==> config.mk <==
export PLATFORM = sky130hd
export DESIGN_NAME = dma_mover
export DESIGN_NICKNAME = d
export VERILOG_FILES = /design/src/rtl/dma_pkg.sv /design/src/rtl/dma_regs.sv /design/src/rtl/dma_engine.sv /design/src/rtl/dma_mover.sv
export SDC_FILE = /design/constraint.sdc
export NUM_CORES = 1
export LEC_CHECK = 0
export ABC_CLOCK_PERIOD_IN_PS = 2000
export CAP_MARGIN = 20
export CORE_AREA = 4 4 145 147
export CTS_CLUSTER_DIAMETER = 80
export DETAILED_ROUTE_END_ITERATION = 12
export DIE_AREA = 0 0 149 151
export DONT_BUFFER_PORTS = 1
export HOLD_SLACK_MARGIN = 0.08
export PLACE_DENSITY_LB_ADDON = 0.08
export SLEW_MARGIN = 20
export SYNTH_ARGS = -nofsm -noshare
export SYNTH_HDL_FRONTEND = slang
export SYNTH_SLANG_ARGS = --single-unit
==> constraint.sdc <==
create_clock -name clk -period 2 [get_ports clk]
set_input_delay 0.1 -clock clk [delete_from_list [all_inputs] [get_ports clk]]
set_output_delay 0.1 -clock clk [all_outputs]
set_load 0.02 [all_outputs]
==> src/rtl/dma_pkg.sv <==
package dma_pkg;

    typedef enum logic [2:0] {
        ST_IDLE = 3'd0,
        ST_REQ  = 3'd1,
        ST_RD   = 3'd2,
        ST_WR   = 3'd3,
        ST_GAP  = 3'd4
    } eng_state_e;

    localparam logic [1:0] RA_SRC  = 2'd0;
    localparam logic [1:0] RA_DST  = 2'd1;
    localparam logic [1:0] RA_LEN  = 2'd2;
    localparam logic [1:0] RA_CTRL = 2'd3;

    function automatic int unsigned clamp_burst(input int unsigned v,
                                                input int unsigned lo,
                                                input int unsigned hi);
        if (v < lo) return lo;
        if (v > hi) return hi;
        return v;
    endfunction

endpackage

==> src/rtl/dma_regs.sv <==
module dma_regs
    import dma_pkg::*;
#(
    parameter int DW        = 32,
    parameter int AW        = 32,
    parameter int LW        = 16,
    parameter int BW        = 5,
    parameter int MIN_BURST = 4,
    parameter int MAX_BURST = 16
) (
    input  logic          clk,
    input  logic          rst_n,
    input  logic          csr_we,
    input  logic [1:0]    csr_addr,
    input  logic [DW-1:0] csr_wdata,
    output logic [DW-1:0] csr_rdata,
    input  logic          busy,
    input  logic          go_clr,
    input  logic          done_set,
    output logic          go,
    output logic [AW-1:0] src_cfg,
    output logic [AW-1:0] dst_cfg,
    output logic [LW-1:0] len_cfg,
    output logic [BW-1:0] burst_eff,
    output logic          irq
);

    localparam logic [BW-1:0] BURST_RST = BW'(MIN_BURST);

    typedef struct packed {
        logic [AW-1:0] src;
        logic [AW-1:0] dst;
        logic [LW-1:0] len;
        logic [BW-1:0] burst;
        logic          go;
        logic          done;
    } regs_t;

    regs_t r_d, r_q;

    always_comb begin
        r_d = r_q;
        if (go_clr) r_d.go = 1'b0;
        if (csr_we) begin
            case (csr_addr)
                RA_SRC:  r_d.src = csr_wdata[AW-1:0];
                RA_DST:  r_d.dst = csr_wdata[AW-1:0];
                RA_LEN:  r_d.len = csr_wdata[LW-1:0];
                default: begin
                    r_d.go    = csr_wdata[0];
                    r_d.burst = csr_wdata[4 +: BW];
                    if (csr_wdata[2]) r_d.done = 1'b0;
                end
            endcase
        end
        if (done_set) r_d.done = 1'b1;
    end

    always_ff @(posedge clk) begin
        if (!rst_n) begin
            r_q       <= '0;
            r_q.burst <= BURST_RST;
        end else begin
            r_q <= r_d;
        end
    end

    always_comb begin
        csr_rdata = '0;
        case (csr_addr)
            RA_SRC:  csr_rdata[AW-1:0] = r_q.src;
            RA_DST:  csr_rdata[AW-1:0] = r_q.dst;
            RA_LEN:  csr_rdata[LW-1:0] = r_q.len;
            default: begin
                csr_rdata[0]       = r_q.go;
                csr_rdata[1]       = busy;
                csr_rdata[2]       = r_q.done;
                csr_rdata[4 +: BW] = r_q.burst;
            end
        endcase
    end

    assign go        = r_q.go;
    assign src_cfg   = r_q.src;
    assign dst_cfg   = r_q.dst;
    assign len_cfg   = r_q.len;
    assign burst_eff = BW'(clamp_burst(int'(r_q.burst), MIN_BURST, MAX_BURST));
    assign irq       = r_q.done;

    AST_DONE_STICKY: assert property (@(posedge clk) disable iff (!rst_n)
        (irq && !(csr_we && csr_addr == RA_CTRL && csr_wdata[2])) |=> irq);

    AST_BURST_RANGE: assert property (@(posedge clk) disable iff (!rst_n)
        (burst_eff >= BW'(MIN_BURST)) && (burst_eff <= BW'(MAX_BURST)));

endmodule

==> src/rtl/dma_engine.sv <==
module dma_engine
    import dma_pkg::*;
#(
    parameter int DW        = 32,
    parameter int AW        = 32,
    parameter int LW        = 16,
    parameter int BW        = 5,
    parameter int MAX_BURST = 16
) (
    input  logic          clk,
    input  logic          rst_n,
    input  logic          go,
    input  logic [AW-1:0] src_cfg,
    input  logic [AW-1:0] dst_cfg,
    input  logic [LW-1:0] len_cfg,
    input  logic [BW-1:0] burst_eff,
    output logic          go_clr,
    output logic          done_set,
    output logic          busy,
    output logic          bus_req,
    input  logic          bus_gnt,
    output logic          m_valid,
    output logic          m_write,
    output logic [AW-1:0] m_addr,
    output logic [DW-1:0] m_wdata,
    input  logic [DW-1:0] m_rdata,
    input  logic          m_ready
);

    localparam logic [LW-1:0] BURST_PAD = '0;

    typedef struct packed {
        eng_state_e    st;
        logic [AW-1:0] src;
        logic [AW-1:0] dst;
        logic [LW-1:0] rem;
        logic [BW-1:0] beats;
        logic [DW-1:0] hold;
        logic          live;
    } eng_t;

    eng_t e_d, e_q;
    logic [LW-1:0] burst_wide;

    assign burst_wide = BURST_PAD | LW'(burst_eff);

    always_comb begin
        e_d      = e_q;
        go_clr   = 1'b0;
        done_set = 1'b0;
        case (e_q.st)
            ST_IDLE: begin
                if (go) begin
                    if (!e_q.live) begin
                        if (len_cfg == '0) begin
                            done_set = 1'b1;
                            go_clr   = 1'b1;
                        end else begin
                            e_d.src  = src_cfg;
                            e_d.dst  = dst_cfg;
                            e_d.rem  = len_cfg;
                            e_d.live = 1'b1;
                            e_d.st   = ST_REQ;
                        end
                    end else begin
                        e_d.st = ST_REQ;
                    end
                end
            end
            ST_REQ: begin
                if (bus_gnt) begin
                    e_d.beats = (e_q.rem < burst_wide) ? e_q.rem[BW-1:0] : burst_eff;
                    e_d.st    = ST_RD;
                end
            end
            ST_RD: begin
                if (m_ready) begin
                    e_d.hold = m_rdata;
                    e_d.st   = ST_WR;
                end
            end
            ST_WR: begin
                if (m_ready) begin
                    e_d.src   = e_q.src + 1'b1;
                    e_d.dst   = e_q.dst + 1'b1;
                    e_d.rem   = e_q.rem - 1'b1;
                    e_d.beats = e_q.beats - 1'b1;
                    if (e_q.rem == LW'(1)) begin
                        e_d.live = 1'b0;
                        done_set = 1'b1;
                        go_clr   = 1'b1;
                        e_d.st   = ST_GAP;
                    end else if (e_q.beats == BW'(1)) begin
                        e_d.st = ST_GAP;
                    end else begin
                        e_d.st = ST_RD;
                    end
                end
            end
            default: e_d.st = ST_IDLE;
        endcase
    end

    always_ff @(posedge clk) begin
        if (!rst_n) begin
            e_q    <= '0;
            e_q.st <= ST_IDLE;
        end else begin
            e_q <= e_d;
        end
    end

    assign busy    = e_q.live;
    assign bus_req = (e_q.st == ST_REQ) || (e_q.st == ST_RD) || (e_q.st == ST_WR);
    assign m_valid = (e_q.st == ST_RD) || (e_q.st == ST_WR);
    assign m_write = (e_q.st == ST_WR);
    assign m_addr  = (e_q.st == ST_WR) ? e_q.dst : e_q.src;
    assign m_wdata = e_q.hold;

    AST_GRANT_FIRST: assert property (@(posedge clk) disable iff (!rst_n)
        $rose(m_valid) |-> $past(bus_gnt));

    AST_REQ_HELD: assert property (@(posedge clk) disable iff (!rst_n)
        (bus_req && !m_valid && !bus_gnt) |=> bus_req);

    AST_RELEASE_GAP: assert property (@(posedge clk) disable iff (!rst_n)
        $fell(bus_req) |=> !bus_req);

    AST_BEAT_LIMIT: assert property (@(posedge clk) disable iff (!rst_n)
        m_valid |-> (e_q.beats != '0) && (e_q.beats <= BW'(MAX_BURST)));

    AST_HOLD_STEADY: assert property (@(posedge clk) disable iff (!rst_n)
        (m_valid && !m_ready) |=> (m_valid && $stable(m_write) && $stable(m_addr)
                                   && $stable(m_wdata)));

    AST_STEP_ONE: assert property (@(posedge clk) disable iff (!rst_n)
        (m_valid && m_write && m_ready && e_q.rem != LW'(1))
        |=> (e_q.src == $past(e_q.src) + 1'b1) && (e_q.dst == $past(e_q.dst) + 1'b1));

endmodule

==> src/rtl/dma_mover.sv <==
module dma_mover
    import dma_pkg::*;
#(
    parameter int DW        = 32,
    parameter int AW        = 32,
    parameter int LW        = 16,
    parameter int MIN_BURST = 4,
    parameter int MAX_BURST = 16
) (
    input  logic          clk,
    input  logic          rst_n,
    input  logic          csr_we,
    input  logic [1:0]    csr_addr,
    input  logic [DW-1:0] csr_wdata,
    output logic [DW-1:0] csr_rdata,
    output logic          bus_req,
    input  logic          bus_gnt,
    output logic          m_valid,
    output logic          m_write,
    output logic [AW-1:0] m_addr,
    output logic [DW-1:0] m_wdata,
    input  logic [DW-1:0] m_rdata,
    input  logic          m_ready,
    output logic          irq
);

    localparam int BW = $clog2(MAX_BURST + 1);

    logic          go, go_clr, done_set, busy;
    logic [AW-1:0] src_cfg, dst_cfg;
    logic [LW-1:0] len_cfg;
    logic [BW-1:0] burst_eff;

    dma_regs #(
        .DW(DW), .AW(AW), .LW(LW), .BW(BW),
        .MIN_BURST(MIN_BURST), .MAX_BURST(MAX_BURST)
    ) u_regs (
        .clk(clk), .rst_n(rst_n),
        .csr_we(csr_we), .csr_addr(csr_addr), .csr_wdata(csr_wdata),
        .csr_rdata(csr_rdata),
        .busy(busy), .go_clr(go_clr), .done_set(done_set),
        .go(go), .src_cfg(src_cfg), .dst_cfg(dst_cfg), .len_cfg(len_cfg),
        .burst_eff(burst_eff), .irq(irq)
    );

    dma_engine #(
        .DW(DW), .AW(AW), .LW(LW), .BW(BW), .MAX_BURST(MAX_BURST)
    ) u_engine (
        .clk(clk), .rst_n(rst_n),
        .go(go), .src_cfg(src_cfg), .dst_cfg(dst_cfg), .len_cfg(len_cfg),
        .burst_eff(burst_eff),
        .go_clr(go_clr), .done_set(done_set), .busy(busy),
        .bus_req(bus_req), .bus_gnt(bus_gnt),
        .m_valid(m_valid), .m_write(m_write), .m_addr(m_addr),
        .m_wdata(m_wdata), .m_rdata(m_rdata), .m_ready(m_ready)
    );

    AST_ZERO_LEN_QUIET: assert property (@(posedge clk) disable iff (!rst_n)
        (go && !busy && len_cfg == '0 && !bus_req) |=> !bus_req);

endmodule

### After elaboration in Yosys (flattened, before gate mapping)

Index checks and enable logic that the tools add are counted.

* bits in writable memories: 0
* latch bits: 0
* memories kept: 0
* output and inout port bits: 100
* word-level logic and storage cells: 102
* bits in read-only memories: 0
* register bits after elaboration: 208
* input port bits: 71

* add/subtract/negate cells: 4
* reductions and logical operators: 21
* $lt $le $gt $ge: 3
* shift operators: 0
* eq/ne operators: 16
* mux-type cells: 44
* bitwise logic cells: 1
* divide/modulo/power cells: 0
* multipliers: 0

Operators by type and width (number)
* two-way mux 83 bit: 2
* case mux 80 bit (2 select lines): 1
* two-way mux 88 bit: 1
* two-way mux 80 bit: 1
* adder 32 x 1 -> 32 bit (second input constant): 2
* two-way mux 32 bit: 1
* case mux 16 bit (2 select lines): 1
* two-way mux 5 bit: 5
* case mux 7 bit (3 select lines): 1
* two-way mux 3 bit: 6
* equality test 16 x 1 -> 1 bit (second input constant): 1
* zero test 16 bit: 1
* less-than comparator 16 x 5 -> 1 bit: 1
* two-way mux 1 bit: 16
* subtractor 16 x 1 -> 16 bit (second input constant): 1
* case mux 5 bit (3 select lines): 1
* case mux 3 bit (4 select lines): 1
* != test 2 bit (second input constant): 5
* case mux 5 bit (2 select lines): 1
* AND reduction 2 bit: 5
* AND reduction 5 bit: 2
* case mux 3 bit (3 select lines): 1
* nonzero test 2 bit: 4
* equality test 3 x 2 -> 1 bit (second input constant): 2
* 19 further kinds: 26

### Logic depth before layout (Yosys ltp)

Gate-level depths: netlist (run 1).

* word-level depth: 9
* mapped depth: 9
* mapped depth without buffers: 8

### By module

A second synthesis (run 1) with hierarchy kept.

* cells, all modules: 1555
* area, all modules: 12035.3 um^2

By module, submodules not included
* dma_engine: sequential area each 2422.3 um^2, cells an instance 1078, area each 7487.2 um^2, times used 1
* dma_regs: sequential area each 1741.7 um^2, cells an instance 477, area each 4548.1 um^2, times used 1

### Worst setup path before layout (run 1)

OpenSTA, ideal clock, no wires.

* path type: reg-to-reg
* start point: register u_regs.r_q[6] in the netlist's numbering
* end point: register u_engine.e_q[36] in the netlist's numbering
* stages on the path, launching flop included: 9
* required time: 1.885 ns
* data arrival time: 2.115 ns
* library setup time: 0.115 ns
* slack: -0.229 ns
* period minus slack after synthesis: 2.229 ns
* cell sequence: dfxtp_1 -> o21ba_2 -> nand2_1 -> ha_1 -> nor3_1 -> nor3_1 -> a21oi_1 -> mux2_2 -> a2111oi_0

* cells in the longest elaborated chain, start to end: 9
* elaborated cells on any way between the ends: 13
* those cells by class: order compare: 3; mux: 10

Ends and longest elaborated chain
* from (decl): RTL line dma_regs.sv:39 `regs_t r_d, r_q;`
* from (signal assigned): RTL line dma_regs.sv:64 `r_q <= r_d;`
* greater-than comparator 5 bit / less-than comparator 5 x 3 -> 1 bit (equally long branches): RTL line dma_pkg.sv:20, dma_pkg.sv:19
* two-way mux 1 bit / two-way mux 3 bit (equally long branches): RTL line dma_pkg.sv:20, dma_pkg.sv:19
* two-way mux 1 bit / two-way mux 5 bit (equally long branches): RTL line dma_pkg.sv:20 `if (v > hi) return hi;`
* two-way mux 5 bit: RTL line dma_pkg.sv:21 `return v;`
* two-way mux 5 bit *: RTL line dma_pkg.sv:20
* less-than comparator 16 x 5 -> 1 bit: RTL line dma_engine.sv:72 `e_d.beats = (e_q.rem < burst_wide) ? e_q.rem[BW-1:0] : burst_eff;`
* two-way mux 5 bit *: RTL line dma_engine.sv:72
* two-way mux 5 bit *: RTL line dma_engine.sv:71 `if (bus_gnt) begin`
* case mux 5 bit (2 select lines) *: RTL line dma_engine.sv:51 `case (e_q.st)`
* to (decl): RTL line dma_engine.sv:42 `eng_t e_d, e_q;`

Mark *: on every way between the ends. The rest lies on a longest branch, timed or not. The select of a mux whose other input is x is not followed.
A chain may end at the register's enable or synchronous reset.

### Worst setup path after layout (run 1)

* start point: register u_regs.r_q[5] in the netlist's numbering
* end point: register u_engine.e_q[36] in the netlist's numbering

Same word-level chain as after synthesis.

==> impl_metrics.py, run 1 <==
metrics = {
    "setup_path": {
        "reg2reg_to": "u_engine.e_q[36]$_SDFFE_PN0P_",
        "worst_ep_arrival_time_ns": 2.49,
        "cp_max_fo": 4,
        "crit_type": "flop to flop",
        "rrSetupSlack_ns": -0.07,
        "crit_end": "u_engine.e_q[36]$_SDFFE_PN0P_",
        "timing.rr.start": "u_regs.r_q[5]$_SDFFE_PN0P_",
        "end_kind": "flop",
        "crit_start": "u_regs.r_q[5]$_SDFFE_PN0P_",
        "critPathRequiredTime_ns": 2.42,
        "startpoint_type": "flop",
        "reg2regPathDepth": 7,
    },
    "sta": {
        "rsz0062_at_grt": "true",
        "worst_slack_ns": -0.06993,
        "report.final.slew_viol_count": 0,
        "fmax_mhz": 483.1,
        "skew_ns": 0.01095,
        "finalCriticalPeriod_ns": 2.070,
        "finalCritPeriodShare": 1.035,
        "finalSetupViolations": 3,
        "hold_viol_final": 0,
        "setup_tns_ns": -0.08842,
        "tightest_slew_ns": 0.8361,
        "relSlewSlack": 0.4426,
    },
    "power_and_ir_drop": {
        "p_leak_nw": 5.500,
        "ir_worst_vdd_v": 0.0007055,
        "power_density_mw_per_mm2": 677.7,
    },
    "run": {
        "cap_violations": 0,
    },
    "synthesis": {
        "async_flop_share": 0,
        "syn-mean-instance-area_um2": 7.207,
        "syn_nets": 1651,
        "synth_edf_count": 0,
        "synth_cells": 1570,
        "synthFlopType": "dfxtp_1",
        "seq_area_frac_synth": 0.3680,
        "yosys_warnings": 0,
        "synth_seq_cells": 208,
        "synth_area_mm2": 0.01131,
        "synth_cell_types": 65,
    },
    "clock_tree": {
        "clock_latency_ns": 0.52,
        "cts_root_buffer": "clkbuf_16",
        "cts_tree": "done",
        "clockBufferDepth": 3,
        "cts_buffers": 24,
        "htreeDepth": 1,
        "clock_sinks": 208,
        "path_clk_slew_ns": 0.06,
    },
    "placed_design": {
        "hpwl_um": 26190,
        "place_congestion": 0.9460,
        "portBuffers": 0,
        "place_ws_ns": -0.1940,
        "placed_cells": 1826,
    },
    "global_routing": {
        "grt_first_pass_wirelength_um": 61330,
        "grt_pass1_vias": 11404,
        "antenna_found_initial": 3,
        "grt_remaining_overflow": 0,
        "grt_max_degree": 48,
        "grt_util_all_layers": 0.3373,
    },
    "cells_and_area": {
        "utilization": 0.7381,
        "drive_above_1_share": 0.1912,
        "fin_cells": 1992,
        "final_common_cell": "nand2_1",
        "final_cell_mix": "nand2_1, a21oi_1, dfxtp_1",
        "fin_nets": 1784,
        "areaGrowthSynthToFinish_pct": 29.87,
    },
    "detailed_routing": {
        "ant_nets": 0,
        "dr.pass1.iters": 5,
        "wl_um": 40550,
        "viasPerCell": 6.232,
        "wl_per_cell_um": 20.36,
        "first_iter_violations": 1363,
        "vias": 12414,
        "drc": 0,
    },
    "hold_path": {
        "hold_path_class": "primary input to flop",
    },
    "die": {
        "io_pins": 171,
        "core_mm2": 0.01991,
        "die_width_um": 149,
        "die-area_mm2": 0.02250,
        "die_y_um": 151,
        "rows": 52,
        "start_util": 0.5683,
    },
    "outcome": {
        "failed_checks": "negative setup slack",
        "status": "finished, violations left",
    },
}
[Yosys cell counts, drive strengths merged, types with 3 or more instances]
| library cell | instances | area [um2] |
|---|---|---|
| or3 | 7 | 48.80 |
| nand4b | 4 | 35.03 |
| or4 | 3 | 26.27 |
| a311oi | 4 | 35.03 |
| nor4 | 21 | 156.4 |
| o21ai | 60 | 300.3 |
| nand2 | 448 | 1684 |
| nand4 | 35 | 219.0 |
| nor2 | 87 | 326.6 |
| o31ai | 12 | 90.09 |
| mux2i | 28 | 280.3 |
| inv | 14 | 52.55 |
| o41ai | 7 | 61.31 |
| and4 | 3 | 26.28 |
| mux2 | 3 | 33.78 |
| and3 | 12 | 75.07 |
| a21oi | 219 | 1096 |
| nor2b | 3 | 18.77 |
| clkbuf | 81 | 304.0 |
| nand3 | 37 | 185.2 |
| o21a | 9 | 67.56 |
| nand2b | 10 | 62.56 |
| a22o | 3 | 26.28 |
| ha | 10 | 125.1 |
| buf | 74 | 452.9 |
| a21o | 11 | 82.58 |
| o22ai | 11 | 68.82 |
| a31oi | 26 | 162.7 |
| nor3b | 9 | 67.56 |
| a211oi | 3 | 22.52 |
| o211ai | 9 | 67.56 |
| o221a | 12 | 135.1 |
| and2 | 15 | 93.84 |
| nor3 | 21 | 110.1 |
| dfxtp | 208 | 4164 |
| mux4 | 8 | 180.2 |
| nand3b | 3 | 22.52 |
| o31a | 16 | 140.1 |
[worst min-delay path by stage]
| stage | startpoint | endpoint | slack [ns] | cells after the start |
|---|---|---|---|---|
| floorplan | m_rdata[0] | u_engine.m_wdata[0]$_SDFFE_PN0P_ | 0.24 | 2 |
| global placement | rst_n | u_regs.r_q[4]$_SDFFE_PN1P_ | 0.21 | 1 |
| detailed placement | rst_n | u_regs.r_q[4]$_SDFFE_PN1P_ | 0.21 | 1 |
| CTS | m_ready | u_engine.busy$_SDFFE_PN0P_ | 0.1 | 5 |
| global route | csr_addr[0] | u_regs.dst_cfg[5]$_SDFFE_PN0P_ | 0.12 | 4 |
| finish | csr_addr[0] | u_regs.dst_cfg[14]$_SDFFE_PN0P_ | 0.14 | 4 |
[through the flow]
step	cell area [um2]	hold slack (ns)	power, mW
6_report	14690	0.1358	9.958
5_1_grt	14690	0.1181	10.26
4_1_cts	14180	0.09543	9.914
3_5_place_dp	12110	0.2062	5.147
3_3_place_gp	12110	0.2105	5.133
2_1_floorplan	11340	0.2360	4.924
[worst max-delay path, cell delays in order, from the launching register on]
cell,delay (ns)
dfxtp_2,0.33
a21o_1,0.22
ha_4,0.24
o211ai_1,0.25
nor3_2,0.10
a21oi_2,0.22
mux2_4,0.34
a2111oi_4,0.27
[area by class of cell]
cell class	instances	area, um2
Multi-Input combinational cell	1193	6680
Fill cell	1560	5215
Sequential cell	208	4187
Timing Repair Buffer	262	2591
Clock buffer	34	699.4
Tap cell	270	337.8
Clock inverter	10	133.9
Inverter	14	62.56
Antenna cell	1	2.502
[registers in the layout, summed over array words and instances, names as in the netlist]
| name | flops |
|---|---|
| u_engine.busy | 1 |
| u_regs.go | 1 |
| u_regs.irq | 1 |
| u_engine.e_q | 88 |
| u_regs.dst_cfg | 32 |
| u_engine.m_wdata | 32 |
| u_regs.r_q | 5 |
| u_regs.len_cfg | 16 |
| u_regs.src_cfg | 32 |
[timing repair]
| item | CTS | global route |
|---|---|---|
| setup endpoints to repair | 106 | 89 |
| resized for setup | 37 | 91 |
| hold buffers | 81 | 0 |
| buffers inserted | 19 | 16 |
| endpoints found under the hold margin | 179 | 0 |
| cloned | 4 | 6 |
| pin swaps | 11 | 29 |
[logic make-up after synthesis]
| group | Yosys count | share of synthesized area |
|---|---|---|
| compound gates | 419 | 0.2215 |
| fa+ha+maj | 10 | 0.01106 |
| buf+inv | 169 | 0.07155 |
| flops | 208 | 0.3680 |
| mux | 39 | 0.04368 |
| simple gates | 725 | 0.2842 |
[where the power goes]
part           switching (mW)  leakage [nW]  total [mW]  internal, mW
logic                   0.547          3.41        1.00         0.457
clock network            1.78         0.405        4.60          2.82
registers               0.111          1.69        4.35          4.24
total                    2.44          5.50        9.96          7.52
[routing by layer]
metal,track usage,vias to the layer above,routed length (um)
met2,0.5313,650,18840
met1,0.4618,5899,16320
met3,0.07540,106,4107
met4,0.1108,4,1262
li1,-,5755,-
met5,0,-,24
(Power assumes the default switching activity.)
==> inputs of run 2 (changes only) <==
--- a/config.mk
+++ b/config.mk
@@ -12,7 +12,9 @@
 export DETAILED_ROUTE_END_ITERATION = 12
 export DIE_AREA = 0 0 149 151
 export DONT_BUFFER_PORTS = 1
+export GPL_ROUTABILITY_DRIVEN = 1
 export HOLD_SLACK_MARGIN = 0.08
+export MAX_ROUTING_LAYER = met4
 export PLACE_DENSITY_LB_ADDON = 0.08
 export SLEW_MARGIN = 20
 export SYNTH_ARGS = -nofsm -noshare
==> run 2 against run 1 <==
Effect of this change: the flow still finishes with violations (negative setup slack); sequential cell count is the same; clock skew down 0.0015 ns; first-iteration DRC count is 0.88% higher; critical path depth increased by 2; worst setup slack gained 0.049 ns; cell count decreased by 1.2%; design area decreased by 1.1%; clock-buffer cell count did not move; sequential power about the same; largest cell class unchanged; highest routed layer is now met4.
==> impl_metrics.py, run 2 (synthesis results as in run 1) <==
metrics = {
    "clock_tree": {
        "clock_sinks": 208,
        "path_clk_slew_ns": 0.06,
        "cts_tree": "done",
        "cts_buffers": 23,
        "clock_latency_ns": 0.51,
        "clockBufferDepth": 3,
        "htreeDepth": 1,
        "cts_root_buffer": "clkbuf_16",
    },
    "cells_and_area": {
        "largest-register": "u_engine.e_q",
        "fin_nets": 1761,
        "utilization": 0.7296,
        "design_area_mm2": 0.01453,
        "final_common_cell": "nand2_1",
        "areaGrowthSynthToFinish_pct": 28.39,
        "final_cell_mix": "nand2_1, a21oi_1, dfxtp_1",
        "drive_above_1_share": 0.1922,
        "nFillCells": 1610,
        "fin_cells": 1969,
        "largest_reg_flops": 88,
    },
    "placed_design": {
        "placed_cells": 1816,
        "portBuffers": 0,
        "postPlaceCellArea_mm2": 0.01215,
        "hpwl_um": 25890,
        "place_ws_ns": -0.07562,
        "place_congestion": 0.9945,
    },
    "sta": {
        "hold_viol_final": 0,
        "finalCritPeriodShare": 1.010,
        "finalSetupViolations": 4,
        "worst_slack_ns": -0.02062,
        "report.final.slew_viol_count": 0,
        "tightest_slew_ns": 0.8167,
        "finalCriticalPeriod_ns": 2.021,
        "whs_ns": 0.09788,
        "skew_ns": 0.009428,
        "rsz0062_at_grt": "true",
        "fmax_mhz": 494.9,
        "relSlewSlack": 0.4555,
    },
    "power_and_ir_drop": {
        "p_leak_nw": 5.439,
        "ir_worst_vdd_v": 0.0007457,
        "power_density_mw_per_mm2": 678.0,
    },
    "detailed_routing": {
        "drc": 0,
        "wl_per_cell_um": 20.55,
        "wl_um": 40470,
        "ant_nets": 0,
        "viasPerCell": 6.250,
        "dr.pass1.iters": 5,
        "first_iter_violations": 1375,
        "vias": 12306,
    },
    "setup_path": {
        "cp_num_buf_inv": 1,
        "worst_ep_arrival_time_ns": 2.44,
        "crit_type": "flop to flop",
        "path_cells": "buf_6, o21ba_4, nand2_2, ha_4, nor3_4, nor3_2, a21oi_2, mux2_4, a2111oi_4",
        "cpLargestDelayFamily": "compound AO/OA/AOI/OAI gates",
        "startpoint_type": "flop",
        "end_kind": "flop",
        "critPathMaxStageDelay_ns": 0.34,
        "cp_max_fo": 3,
        "critPathRequiredTime_ns": 2.41,
        "crit_slowest_cell": "mux2_4",
    },
    "die": {
        "die_y_um": 151,
        "io_pins": 171,
        "die-area_mm2": 0.02250,
        "core_mm2": 0.01991,
        "rows": 52,
        "start_util": 0.5683,
        "die_width_um": 149,
    },
    "global_routing": {
        "grt_first_pass_wirelength_um": 60560,
        "grt_pass1_vias": 11061,
        "grt_max_degree": 61,
        "antenna_found_initial": 2,
        "grt_remaining_overflow": 0,
        "grt_util_all_layers": 0.3397,
    },
    "run": {
        "cap_violations": 0,
    },
    "hold_path": {
        "hold_path_class": "primary input to flop",
    },
    "outcome": {
        "failed_checks": "negative setup slack",
        "status": "finished, violations left",
    },
}
[run 2: cell types whose count changed in the layout (fill, tap and decap cells not counted), moves of 3 or more]
cell           previous run  this run
buf_12                   10        19
buf_4                   144       124
buf_6                    11        16
buf_8                     5         0
clkbuf_8                  4         7
dfxtp_1                 194       198
dlygate4sd3_1            80        71
nand2_1                 431       418
nand2_2                  14        30
nand2_4                   3         0
o41ai_1                   7         4
o41ai_2                   0         3
[run 2: tightest hold or removal path, stage by stage]
cell	delay, ns
nand3_1	0.06
buf_4	0.23
nand2_1	0.10
a21oi_1	0.06
[run 2: repair_timing]
action | in CTS | in global routing
pin swaps | 11 | 25
setup endpoints to repair | 58 | 77
hold buffers | 72 | 0
gates resized for setup | 30 | 86
buffers inserted | 13 | 18
endpoints found under the hold margin | 171 | 0
gates cloned | 1 | 9
[run 2: cell type report]
cell class,count,area (um2),share of cell area
diodes,3,7.507,0.0005168
inverters,14,60.06,0.004134
repair buffers,240,2442,0.1681
well taps,270,337.8,0.02326
flip-flops and latches,208,4177,0.2875
clock buffers,34,686.9,0.04729
clock inverters,7,110.1,0.007580
multi-input cells,1193,6705,0.4616
[run 2: final timing paths]
check	cells after the start	start	to	slack, ns
setup reg to reg	9	u_regs.r_q[4]$_SDFFE_PN1P_	u_engine.e_q[36]$_SDFFE_PN0P_	-0.02
hold / removal	4	m_ready	u_engine.m_wdata[28]$_SDFFE_PN0P_	0.1
hold reg to reg	2	u_regs.src_cfg[23]$_SDFFE_PN0P_	u_regs.src_cfg[23]$_SDFFE_PN0P_	0.47
setup / recovery	9	u_regs.r_q[4]$_SDFFE_PN1P_	u_engine.e_q[36]$_SDFFE_PN0P_	-0.02
[run 2: power by group]
part / switching [mW] / internal [mW]
combinational: 0.544 / 0.454
sequential: 0.112 / 4.24
clock: 1.75 / 2.75
total: 2.40 / 7.45
[run 2: per-stage QoR]
stage / total power [mW] / setup TNS, ns
floorplan: 4.924 / -0.005311
global placement: 5.151 / -0.005148
detailed placement: 5.162 / -0.7075
CTS: 9.795 / -0.05530
global route: 10.13 / -1.125
finish: 9.848 / -0.04305
[run 2: per-layer routing]
layer,vias to the layer above,global-route usage,share of wire
met5,-,-,0
li1,5706,-,-
met2,724,0.5193,0.46
met1,5775,0.4603,0.40
met3,101,0.06942,0.11
met4,0,0.09565,0.031
==> inputs of run 3 (changes only) <==
--- a/config.mk
+++ b/config.mk
@@ -7,10 +7,10 @@
 export LEC_CHECK = 0
 export ABC_CLOCK_PERIOD_IN_PS = 2000
 export CAP_MARGIN = 20
-export CORE_AREA = 4 4 145 147
+export CORE_AREA = 4 4 203 106
 export CTS_CLUSTER_DIAMETER = 80
 export DETAILED_ROUTE_END_ITERATION = 12
-export DIE_AREA = 0 0 149 151
+export DIE_AREA = 0 0 207 110
 export DONT_BUFFER_PORTS = 1
 export GPL_ROUTABILITY_DRIVEN = 1
 export HOLD_SLACK_MARGIN = 0.08
==> run 3 against run 2 <==
Effect of this change: the run still ends with negative setup slack left; die area increased by 1.2%; non-clock buffer count increased by 2; critical path depth decreased by 1; largest power group unchanged; highest routed layer unchanged.
==> impl_metrics.py, run 3 (synthesis results as in run 1) <==
metrics = {
    "cells_and_area": {
        "register_area_mm2": 0.004179,
        "fin_cells": 1958,
        "n_antenna_cell": 0,
        "design_area_mm2": 0.01461,
        "final_cell_mix": "nand2_1, a21oi_1, dfxtp_1",
        "drive_above_1_share": 0.1950,
        "fin_nets": 1760,
        "nFillCells": 1460,
        "areaGrowthSynthToFinish_pct": 29.08,
        "multi_input_area_mm2": 0.006784,
        "final_common_cell": "nand2_1",
        "largest_reg_flops": 88,
        "largest-register": "u_engine.e_q",
    },
    "clock_tree": {
        "cts_buffers": 20,
        "htreeDepth": 1,
        "cts_tree": "done",
        "path_clk_slew_ns": 0.07,
        "clockBufferDepth": 3,
        "clock_sinks": 208,
        "cts_root_buffer": "clkbuf_16",
        "clock_latency_ns": 0.51,
    },
    "outcome": {
        "failed_checks": "negative setup slack",
        "status": "finished, violations left",
    },
    "global_routing": {
        "grt_max_degree": 52,
        "grt_first_pass_wirelength_um": 62820,
        "grt_util_all_layers": 0.3515,
        "grt_remaining_overflow": 0,
        "antenna_found_initial": 0,
        "grt_pass1_vias": 11458,
    },
    "die": {
        "die_width_um": 207,
        "rows": 36,
        "start_util": 0.5815,
        "die-area_mm2": 0.02277,
        "die_y_um": 110,
        "io_pins": 171,
        "core_mm2": 0.01946,
    },
    "sta": {
        "relSlewSlack": 0.4076,
        "rsz0062_at_grt": "true",
        "worst_slack_ns": -0.05152,
        "finalCritPeriodShare": 1.026,
        "skew_ns": 0.01472,
        "tightest_slew_ns": 0.8886,
        "report.final.slew_viol_count": 0,
        "hold_viol_final": 0,
        "fmax_mhz": 487.4,
        "finalSetupViolations": 4,
        "finalCriticalPeriod_ns": 2.052,
    },
    "detailed_routing": {
        "wl_um": 42110,
        "first_iter_violations": 1415,
        "ant_nets": 0,
        "drc": 0,
        "wl_per_cell_um": 21.51,
        "viasPerCell": 6.382,
        "vias": 12496,
        "dr.pass1.iters": 6,
    },
    "setup_path": {
        "crit_type": "flop to flop",
        "reg2regPathDepth": 8,
        "startpoint_type": "flop",
        "end_kind": "flop",
        "cp_max_fo": 6,
        "worst_ep_arrival_time_ns": 2.45,
        "critPathRequiredTime_ns": 2.40,
    },
    "power_and_ir_drop": {
        "p_leak_nw": 5.439,
        "power_density_mw_per_mm2": 674.9,
        "ir_worst_vdd_v": 0.0006356,
    },
    "run": {
        "cap_violations": 0,
    },
    "hold_path": {
        "hold_path_class": "primary input to flop",
        "hold_depth": 4,
    },
    "placed_design": {
        "postPlaceCellArea_mm2": 0.01213,
        "hpwl_um": 27290,
        "portBuffers": 0,
        "placed_cells": 1818,
        "place_congestion": 0.9751,
    },
}
-- run 3: changes by cell type in the layout (fill, tap and decap cells not counted), sizes merged --
cell / previous run / this run
clkbuf: 41 / 29
diode: 3 / 0
dlygate4sd3: 71 / 74
inv: 13 / 14
bufinv: 3 / 6
buf: 161 / 159
bufbuf: 1 / 4
-- run 3: critical path: stages (launching register included) --
cell and delay [ns]:
dfxtp_4 0.39, ha_4 0.16, nand4_1 0.19, nor4_4 0.44
buf_6 0.19, nand4b_1 0.16, buf_4 0.18, a21oi_2 0.13
o22ai_2 0.08
-- run 3: through the flow --
| stage | setup TNS, ns | setup WS, ns | hold slack [ns] | util | power (mW) |
|---|---|---|---|---|---|
| 2_1_floorplan | -0.005311 | -0.005311 | 0.2360 | - | 4.924 |
| 3_3_place_gp | -0.005528 | -0.005528 | 0.2018 | 0.6231 | 5.129 |
| 3_5_place_dp | -0.08982 | -0.04344 | 0.2004 | 0.6231 | 5.146 |
| 4_1_cts | -0.06226 | -0.03607 | 0.08017 | 0.7147 | 9.762 |
| 5_1_grt | -0.8797 | -0.1495 | 0.1232 | 0.7506 | 10.12 |
| 6_report | -0.09065 | -0.05152 | 0.1077 | 0.7506 | 9.857 |
-- run 3: worst paths after layout --
path | from | to | slack [ns]
hold reg to reg | u_engine.e_q[53]$_SDFFE_PN0P_ | u_engine.e_q[53]$_SDFFE_PN0P_ | 0.46
setup / recovery | u_engine.e_q[86]$_SDFFE_PN0P_ | u_engine.e_q[112]$_SDFFE_PN0P_ | -0.05
setup reg to reg | u_engine.e_q[86]$_SDFFE_PN0P_ | u_engine.e_q[112]$_SDFFE_PN0P_ | -0.05
hold / removal | csr_addr[1] | u_regs.src_cfg[13]$_SDFFE_PN0P_ | 0.11
-- run 3: repair_timing --
item / CTS / global route
hold buffers: 75 / 0
cloned: 4 / 7
endpoints found under the setup margin: 45 / 86
buffers inserted: 5 / 15
resized for setup: 30 / 121
hold endpoints to repair: 183 / 0
pin swaps: 2 / 44
-- run 3: power by group --
group          internal [mW]  leakage (nW)  switching (mW)
clock network           2.76         0.379            1.75
registers               4.23          1.69           0.109
logic                  0.447          3.37           0.557
-- run 3: per-layer routing --
metal | GRT usage | wire length [um]
met1 | 0.4571 | 17500
met2 | 0.5500 | 18610
met3 | 0.06559 | 4196
met4 | 0.1447 | 1800
met5 | - | 0
-- run 3: area by class of cell --
| cell class | count | area share |
|---|---|---|
| Inverter | 14 | 0.004283 |
| Clock buffer | 24 | 0.03812 |
| Multi-Input combinational cell | 1193 | 0.4645 |
| Timing Repair Buffer | 242 | 0.1699 |
| Tap cell | 266 | 0.02279 |
| Sequential cell | 208 | 0.2861 |
| Clock inverter | 11 | 0.01431 |
